==> src/rtl/fprs_pkg.sv <==
package fprs_pkg;

  typedef enum logic [1:0] {
    OP_ADD = 2'b00,
    OP_SUB = 2'b01,
    OP_MUL = 2'b10,
    OP_DIV = 2'b11
  } fop_e;

  typedef enum logic [1:0] {
    ST_FREE = 2'b00,
    ST_WAIT = 2'b01,
    ST_EXEC = 2'b10,
    ST_DONE = 2'b11
  } rs_st_e;

  function automatic int max3(input int a, input int b, input int c);
    int m;
    m = (a > b) ? a : b;
    return (m > c) ? m : c;
  endfunction

endpackage

==> src/rtl/fprs_pick.sv <==
module fprs_pick #(
  parameter  int N  = 3,
  localparam int IW = (N > 1) ? $clog2(N) : 1
) (
  input  logic [N-1:0]  req,
  output logic          any,
  output logic [IW-1:0] idx,
  output logic [N-1:0]  onehot
);

  // lowest index wins
  always_comb begin
    any    = 1'b0;
    idx    = '0;
    onehot = '0;
    for (int i = N - 1; i >= 0; i--) begin
      if (req[i]) begin
        any = 1'b1;
        idx = IW'(i);
      end
    end
    if (any) onehot[idx] = 1'b1;
  end

endmodule

==> src/rtl/fprs_entry.sv <==
module fprs_entry
  import fprs_pkg::*;
#(
  parameter int DATA_W  = 32,
  parameter int TAG_W   = 4,
  parameter int MY_TAG  = 1,
  parameter int ADD_LAT = 4,
  parameter int MUL_LAT = 7,
  parameter int DIV_LAT = 24,
  parameter int CNT_W   = 5
) (
  input  logic              clk,
  input  logic              rst_n,
  input  logic              ld_en,
  input  logic [1:0]        ld_op,
  input  logic [TAG_W-1:0]  ld_qj,
  input  logic [DATA_W-1:0] ld_vj,
  input  logic [TAG_W-1:0]  ld_qk,
  input  logic [DATA_W-1:0] ld_vk,
  input  logic              cdb_valid,
  input  logic [TAG_W-1:0]  cdb_tag,
  input  logic [DATA_W-1:0] cdb_value,
  input  logic              go,
  output logic              busy_o,
  output logic              ready_o,
  output logic              exec_o,
  output logic              done_o,
  output logic [1:0]        op_o,
  output logic [DATA_W-1:0] vj_o,
  output logic [DATA_W-1:0] vk_o
);

  localparam logic [TAG_W-1:0] OWN = TAG_W'(MY_TAG);

  rs_st_e            st_q, st_d;
  logic [1:0]        op_q;
  logic [TAG_W-1:0]  qj_q, qj_d, qk_q, qk_d;
  logic [DATA_W-1:0] vj_q, vj_d, vk_q, vk_d;
  logic [CNT_W-1:0]  cnt_q, cnt_d, lat_m2;
  logic              ld_fire, hit_j, hit_k, byp_j, byp_k;
  logic              j_en, k_en, cnt_en;

  assign ld_fire = ld_en && (st_q == ST_FREE);
  assign hit_j   = (st_q == ST_WAIT) && cdb_valid && (qj_q != '0) && (cdb_tag == qj_q);
  assign hit_k   = (st_q == ST_WAIT) && cdb_valid && (qk_q != '0) && (cdb_tag == qk_q);
  assign byp_j   = cdb_valid && (ld_qj != '0) && (cdb_tag == ld_qj);
  assign byp_k   = cdb_valid && (ld_qk != '0) && (cdb_tag == ld_qk);

  // execute length minus two: dispatch cycle and done transition
  always_comb begin
    case (op_q)
      OP_ADD, OP_SUB: lat_m2 = CNT_W'(ADD_LAT - 2);
      OP_MUL:         lat_m2 = CNT_W'(MUL_LAT - 2);
      default:        lat_m2 = CNT_W'(DIV_LAT - 2);
    endcase
  end

  // source j next value
  always_comb begin
    qj_d = qj_q;
    vj_d = vj_q;
    if (ld_fire) begin
      qj_d = byp_j ? '0 : ld_qj;
      vj_d = byp_j ? cdb_value : ld_vj;
    end else if (hit_j) begin
      qj_d = '0;
      vj_d = cdb_value;
    end
  end

  // source k next value
  always_comb begin
    qk_d = qk_q;
    vk_d = vk_q;
    if (ld_fire) begin
      qk_d = byp_k ? '0 : ld_qk;
      vk_d = byp_k ? cdb_value : ld_vk;
    end else if (hit_k) begin
      qk_d = '0;
      vk_d = cdb_value;
    end
  end

  // state sequencing
  always_comb begin
    st_d  = st_q;
    cnt_d = cnt_q;
    case (st_q)
      ST_FREE: if (ld_en) st_d = ST_WAIT;
      ST_WAIT: if (go) begin
        st_d  = ST_EXEC;
        cnt_d = lat_m2;
      end
      ST_EXEC: begin
        if (cnt_q == '0) st_d = ST_DONE;
        else             cnt_d = cnt_q - 1'b1;
      end
      default: if (cdb_valid && (cdb_tag == OWN)) st_d = ST_FREE;
    endcase
  end

  assign j_en   = ld_fire || hit_j;
  assign k_en   = ld_fire || hit_k;
  assign cnt_en = (st_q == ST_EXEC) || ((st_q == ST_WAIT) && go);

  always_ff @(posedge clk or negedge rst_n) begin
    if (!rst_n) st_q <= ST_FREE;
    else        st_q <= st_d;
  end

  always_ff @(posedge clk) begin
    if (ld_fire) op_q <= ld_op;
  end

  always_ff @(posedge clk) begin
    if (j_en) begin
      qj_q <= qj_d;
      vj_q <= vj_d;
    end
  end

  always_ff @(posedge clk) begin
    if (k_en) begin
      qk_q <= qk_d;
      vk_q <= vk_d;
    end
  end

  always_ff @(posedge clk) begin
    if (cnt_en) cnt_q <= cnt_d;
  end

  assign busy_o  = (st_q != ST_FREE);
  assign ready_o = (st_q == ST_WAIT) && (qj_q == '0) && (qk_q == '0);
  assign exec_o  = (st_q == ST_EXEC);
  assign done_o  = (st_q == ST_DONE);
  assign op_o    = op_q;
  assign vj_o    = vj_q;
  assign vk_o    = vk_q;

endmodule

==> src/rtl/fp_rsv_bank.sv <==
module fp_rsv_bank
  import fprs_pkg::*;
#(
  parameter int DATA_W  = 32,
  parameter int TAG_W   = 4,
  parameter int N_ADD   = 3,
  parameter int N_MUL   = 2,
  parameter int ADD_LAT = 4,
  parameter int MUL_LAT = 7,
  parameter int DIV_LAT = 24
) (
  input  logic              clk,
  input  logic              rst_n,
  input  logic              iss_valid,
  input  logic [1:0]        iss_op,
  input  logic [TAG_W-1:0]  iss_qj,
  input  logic [DATA_W-1:0] iss_vj,
  input  logic [TAG_W-1:0]  iss_qk,
  input  logic [DATA_W-1:0] iss_vk,
  output logic              iss_ready,
  output logic [TAG_W-1:0]  iss_tag,
  input  logic              cdb_valid,
  input  logic [TAG_W-1:0]  cdb_tag,
  input  logic [DATA_W-1:0] cdb_value,
  output logic              disp_add_valid,
  output logic [TAG_W-1:0]  disp_add_tag,
  output logic              disp_mul_valid,
  output logic [TAG_W-1:0]  disp_mul_tag,
  output logic [1:0]        disp_mul_op,
  output logic              fin_valid,
  output logic [TAG_W-1:0]  fin_tag,
  output logic [1:0]        fin_op,
  output logic [DATA_W-1:0] fin_vj,
  output logic [DATA_W-1:0] fin_vk
);

  localparam int N_ENT   = N_ADD + N_MUL;
  localparam int MAX_LAT = max3(ADD_LAT, MUL_LAT, DIV_LAT);
  localparam int CNT_W   = (MAX_LAT > 2) ? $clog2(MAX_LAT) : 1;
  localparam int AIW     = (N_ADD > 1) ? $clog2(N_ADD) : 1;
  localparam int MIW     = (N_MUL > 1) ? $clog2(N_MUL) : 1;
  localparam int EIW     = (N_ENT > 1) ? $clog2(N_ENT) : 1;

  logic [N_ENT-1:0]  busy_v, ready_v, exec_v, done_v, ld_v, go_v;
  logic [1:0]        op_a [N_ENT];
  logic [DATA_W-1:0] vj_a [N_ENT];
  logic [DATA_W-1:0] vk_a [N_ENT];

  logic             add_free, mul_free, add_go_any, mul_go_any, fin_any;
  logic [AIW-1:0]   add_free_idx, add_go_idx;
  logic [MIW-1:0]   mul_free_idx, mul_go_idx;
  logic [EIW-1:0]   fin_idx;
  logic [N_ADD-1:0] add_free_oh, add_go_oh;
  logic [N_MUL-1:0] mul_free_oh, mul_go_oh, mul_elig;
  logic [N_ENT-1:0] fin_oh;
  logic             iss_mul, iss_fire, div_busy;

  // ---------------- slot allocation ----------------
  fprs_pick #(.N(N_ADD)) u_free_add (
    .req(~busy_v[N_ADD-1:0]), .any(add_free), .idx(add_free_idx), .onehot(add_free_oh)
  );
  fprs_pick #(.N(N_MUL)) u_free_mul (
    .req(~busy_v[N_ENT-1:N_ADD]), .any(mul_free), .idx(mul_free_idx), .onehot(mul_free_oh)
  );

  assign iss_mul   = iss_op[1];
  assign iss_ready = iss_mul ? mul_free : add_free;
  assign iss_tag   = iss_mul ? (TAG_W'(N_ADD + 1) + TAG_W'(mul_free_idx))
                             : (TAG_W'(1) + TAG_W'(add_free_idx));
  assign iss_fire  = iss_valid && iss_ready;

  always_comb begin
    ld_v = '0;
    if (iss_fire) begin
      if (iss_mul) ld_v[N_ENT-1:N_ADD] = mul_free_oh;
      else         ld_v[N_ADD-1:0]     = add_free_oh;
    end
  end

  // ---------------- dispatch ----------------
  fprs_pick #(.N(N_ADD)) u_go_add (
    .req(ready_v[N_ADD-1:0]), .any(add_go_any), .idx(add_go_idx), .onehot(add_go_oh)
  );

  // divider occupied while any multiplier-class slot executes a divide
  always_comb begin
    div_busy = 1'b0;
    for (int j = 0; j < N_MUL; j++) begin
      if (exec_v[N_ADD + j] && (op_a[N_ADD + j] == OP_DIV)) div_busy = 1'b1;
    end
  end

  always_comb begin
    for (int j = 0; j < N_MUL; j++) begin
      mul_elig[j] = ready_v[N_ADD + j] && !((op_a[N_ADD + j] == OP_DIV) && div_busy);
    end
  end

  fprs_pick #(.N(N_MUL)) u_go_mul (
    .req(mul_elig), .any(mul_go_any), .idx(mul_go_idx), .onehot(mul_go_oh)
  );

  assign go_v           = {mul_go_oh, add_go_oh};
  assign disp_add_valid = add_go_any;
  assign disp_add_tag   = TAG_W'(1) + TAG_W'(add_go_idx);
  assign disp_mul_valid = mul_go_any;
  assign disp_mul_tag   = TAG_W'(N_ADD + 1) + TAG_W'(mul_go_idx);
  assign disp_mul_op    = op_a[N_ADD + int'(mul_go_idx)];

  // ---------------- slots ----------------
  for (genvar g = 0; g < N_ENT; g++) begin : g_slot
    fprs_entry #(
      .DATA_W(DATA_W), .TAG_W(TAG_W), .MY_TAG(g + 1),
      .ADD_LAT(ADD_LAT), .MUL_LAT(MUL_LAT), .DIV_LAT(DIV_LAT), .CNT_W(CNT_W)
    ) u_slot (
      .clk(clk), .rst_n(rst_n),
      .ld_en(ld_v[g]), .ld_op(iss_op),
      .ld_qj(iss_qj), .ld_vj(iss_vj), .ld_qk(iss_qk), .ld_vk(iss_vk),
      .cdb_valid(cdb_valid), .cdb_tag(cdb_tag), .cdb_value(cdb_value),
      .go(go_v[g]),
      .busy_o(busy_v[g]), .ready_o(ready_v[g]), .exec_o(exec_v[g]), .done_o(done_v[g]),
      .op_o(op_a[g]), .vj_o(vj_a[g]), .vk_o(vk_a[g])
    );
  end

  // ---------------- finish port ----------------
  fprs_pick #(.N(N_ENT)) u_fin (
    .req(done_v), .any(fin_any), .idx(fin_idx), .onehot(fin_oh)
  );

  assign fin_valid = fin_any;
  assign fin_tag   = TAG_W'(1) + TAG_W'(fin_idx);
  assign fin_op    = op_a[fin_idx];
  assign fin_vj    = vj_a[fin_idx];
  assign fin_vk    = vk_a[fin_idx];

endmodule

==> config.mk <==
export PLATFORM = sky130hd
export DESIGN_NAME = fp_rsv_bank
export DESIGN_NICKNAME = d
export VERILOG_FILES = /design/src/rtl/fprs_pkg.sv /design/src/rtl/fprs_pick.sv /design/src/rtl/fprs_entry.sv /design/src/rtl/fp_rsv_bank.sv
export SDC_FILE = /design/constraint.sdc
export NUM_CORES = 1
export LEC_CHECK = 0
export ABC_AREA = 0
export BUFFER_PORTS_ARGS = -buffer_cell sky130_fd_sc_hd__buf_2
export CAP_MARGIN = 10
export CORE_ASPECT_RATIO = 0.5
export CORE_MARGIN = 3
export CORE_UTILIZATION = 45
export CTS_CLUSTER_DIAMETER = 50
export DETAILED_ROUTE_END_ITERATION = 7
export SETUP_SLACK_MARGIN = 0.02
export SYNTH_ARGS = -nofsm -noshare
export SYNTH_HDL_FRONTEND = slang
export SYNTH_HIERARCHICAL = 1
export SYNTH_SLANG_ARGS = --single-unit
==> constraint.sdc <==
create_clock -name clk -period 7.2 [get_ports clk]
set_input_delay 0.72 -clock clk [delete_from_list [all_inputs] [get_ports clk]]
set_output_delay 0.72 -clock clk [all_outputs]
set_load 0.03 [all_outputs]
==> metrics.yaml <==
crit_buf_inv: 3
hold_viol_final: 0
power_frac_seq: 0.319
clk_pin_slew_ps: 60
cp-start-kind: "register"
postCtsSetupRepairBufs: 0
port_buffers: 196
crit_chain: "ha_1 > nand2b_1 > a21oi_4 > buf_4 > nor3b_2 > buf_4 > a221o_1 > buf_2"
hold_class: "in2async"
root_buffer: "clkbuf_16"
num_rows: 57
first_pass_iters: 5
antenna_found_initial: 4
outcome: "complete, no violations"
die_area_sq_mm: 0.0538
powerDensity_mw_per_mm2: 349
avgSynthCellArea_sq_um: 14.3
synthCells: 1606
rr_startpoint: "g_slot[2].u_slot/st_q[1]"
path_common_cell: "buf_4"
setup_violations: 0
drc: 0
start_util: 0.463
max_cap_viol_count: 0
vias: 13710
fmax_mhz: 222
numCtsBuffers: 40
clock_path_buffers: 3
p_sw_frac: 0.411
grt_pass1_wl_mm: 86.4
clock-sinks: 405
ff2ff_setup_slack_ps: 3530
final_nets: 1912
max_stage_delay_ps: 820
ys_warn_count: 6
drive_gt1_frac: 0.332
clock_latency_ps: 560
rsz0062_at_grt: "no"
viasPerCell: 5.53
slew-limit-headroom: 0.263
critPathRequiredTime_ps: 6480
post_cts_resized: 0
cp-end-kind: "output port"
grt_max_degree: 67
fin_crit_sh: 0.624
worstMarginPinSlew_ps: 1110
timing.setup.critical_path_class: "reg2out"
pwr-share-clk: 0.225
crit_fanout: 63
grt_usage: 0.212
finalPower_mw: 8.84
gp_congestion: 0.786
wl_mm: 58.3
period_needed_ps: 4500
cp_slowest_cell: "buf_4"
h-tree-depth: 2
r2r_cells: 12
io_pins: 202
switching_power_mw: 3.63
finalSetupTns_ps: 0
overflow: 0
die_x_um: 325
p_int_mw: 5.21
p_leak_nw: 9.86
fp.dieH_um: 166
syn2layout_area_growth_pct: 10.7
p_comb_frac: 0.455
syn_area_sq_mm: 0.0229
ant_nets: 0
r2r_end: "g_slot[1].u_slot/vk_o[28]"
ir_drop_mv: 0.275
crit_family: "buffers and inverters"
fin_worst_skew_ps: 18.1
post-dp-hpwl_mm: 33.5
drt-initial-drc-count: 961
first_global_vias: 13724
crit_arrival_ps: 3780
slew_viol_final: 0
wire_per_inst_um: 23.5
cts_hold_buf: 0
cts_tree: "built"
core-area_sq_mm: 0.0494
==> state kept, by name (all words and copies together), names as in the netlist <==
signal,count
g_slot.u_slot/qk_q,20
g_slot.u_slot/vj_o,160
g_slot.u_slot/cnt_q,25
g_slot.u_slot/qj_q,20
g_slot.u_slot/st_q,10
g_slot.u_slot/vk_o,160
g_slot.u_slot/op_o,10
==> area by class of cell <==
class,count,area [sq um]
fill,4268,24100
sequential,405,12100
multi-input combinational,1005,9650
timing repair buffer,225,1200
clock buffer,51,1040
tap,678,848
inverter,93,349
clock inverter,20,154
antenna,2,5.00
==> per-stage QoR <==
| step | setup slack [ps] | hold WS, ps | utilization | cells | cell area [sq um] |
|---|---|---|---|---|---|
| 6_report | 2700 | 43.8 | 0.513 | 2479 | 25400 |
| 5_1_grt | 2470 | 41.6 | 0.513 | 2479 | 25400 |
| 4_1_cts | 2680 | 24.6 | 0.513 | 2477 | 25400 |
| 3_5_place_dp | 3280 | 548 | 0.489 | 2406 | 24200 |
| 3_3_place_gp | 3310 | 531 | 0.489 | 2406 | 24200 |
| 2_1_floorplan | 1840 | 424 | - | 1609 | 22900 |
==> cell usage in the layout, fill, tap and decap left out, drive strengths merged, types with 16 or more instances in the layout <==
cell	count
edfxtp	395
a21oi	19
nor2	131
ha	28
clkinv	16
clkbuf	51
a221o	66
buf	225
o21ai	33
mux2i	70
nor3	30
inv	94
nand2	22
xnor2	55
o41ai	20
xor2	21
mux2	388
==> how the worst max path moves through the flow <==
| stage | start | cells after the start | endpoint | slack (ps) |
|---|---|---|---|---|
| after floorplan | cdb_tag[1] | 4 | g_slot[2].u_slot/qj_q[0] | 1840 |
| after global placement | g_slot[3].u_slot/st_q[0] | 7 | fin_vj[15] | 3310 |
| after detailed placement | g_slot[2].u_slot/st_q[0] | 8 | fin_vj[15] | 3280 |
| after CTS | g_slot[2].u_slot/st_q[1] | 8 | fin_vj[15] | 2680 |
| after global routing | g_slot[2].u_slot/st_q[0] | 9 | fin_vk[29] | 2470 |
| final | g_slot[2].u_slot/st_q[1] | 8 | fin_vj[15] | 2700 |
==> per-layer routing <==
layer | vias to the layer above | GRT usage | wire [um]
li1 | 6398 | - | -
met1 | 6978 | 0.288 | 27200
met2 | 263 | 0.366 | 27900
met3 | 67 | 0.0295 | 2220
met4 | 4 | 0.0457 | 913
met5 | - | 0 | 34
==> power groups by stage <==
stage	Sequential, mW	Combinational [mW]	Clock (mW)
3_5_place_dp	2.88	4.05	0
3_3_place_gp	2.87	4.04	0
2_1_floorplan	2.85	2.91	0
5_1_grt	2.84	4.30	2.15
4_1_cts	2.83	4.07	2.04
6_report	2.82	4.03	1.99
No activity file was read; power rests on OpenSTA's default activity.
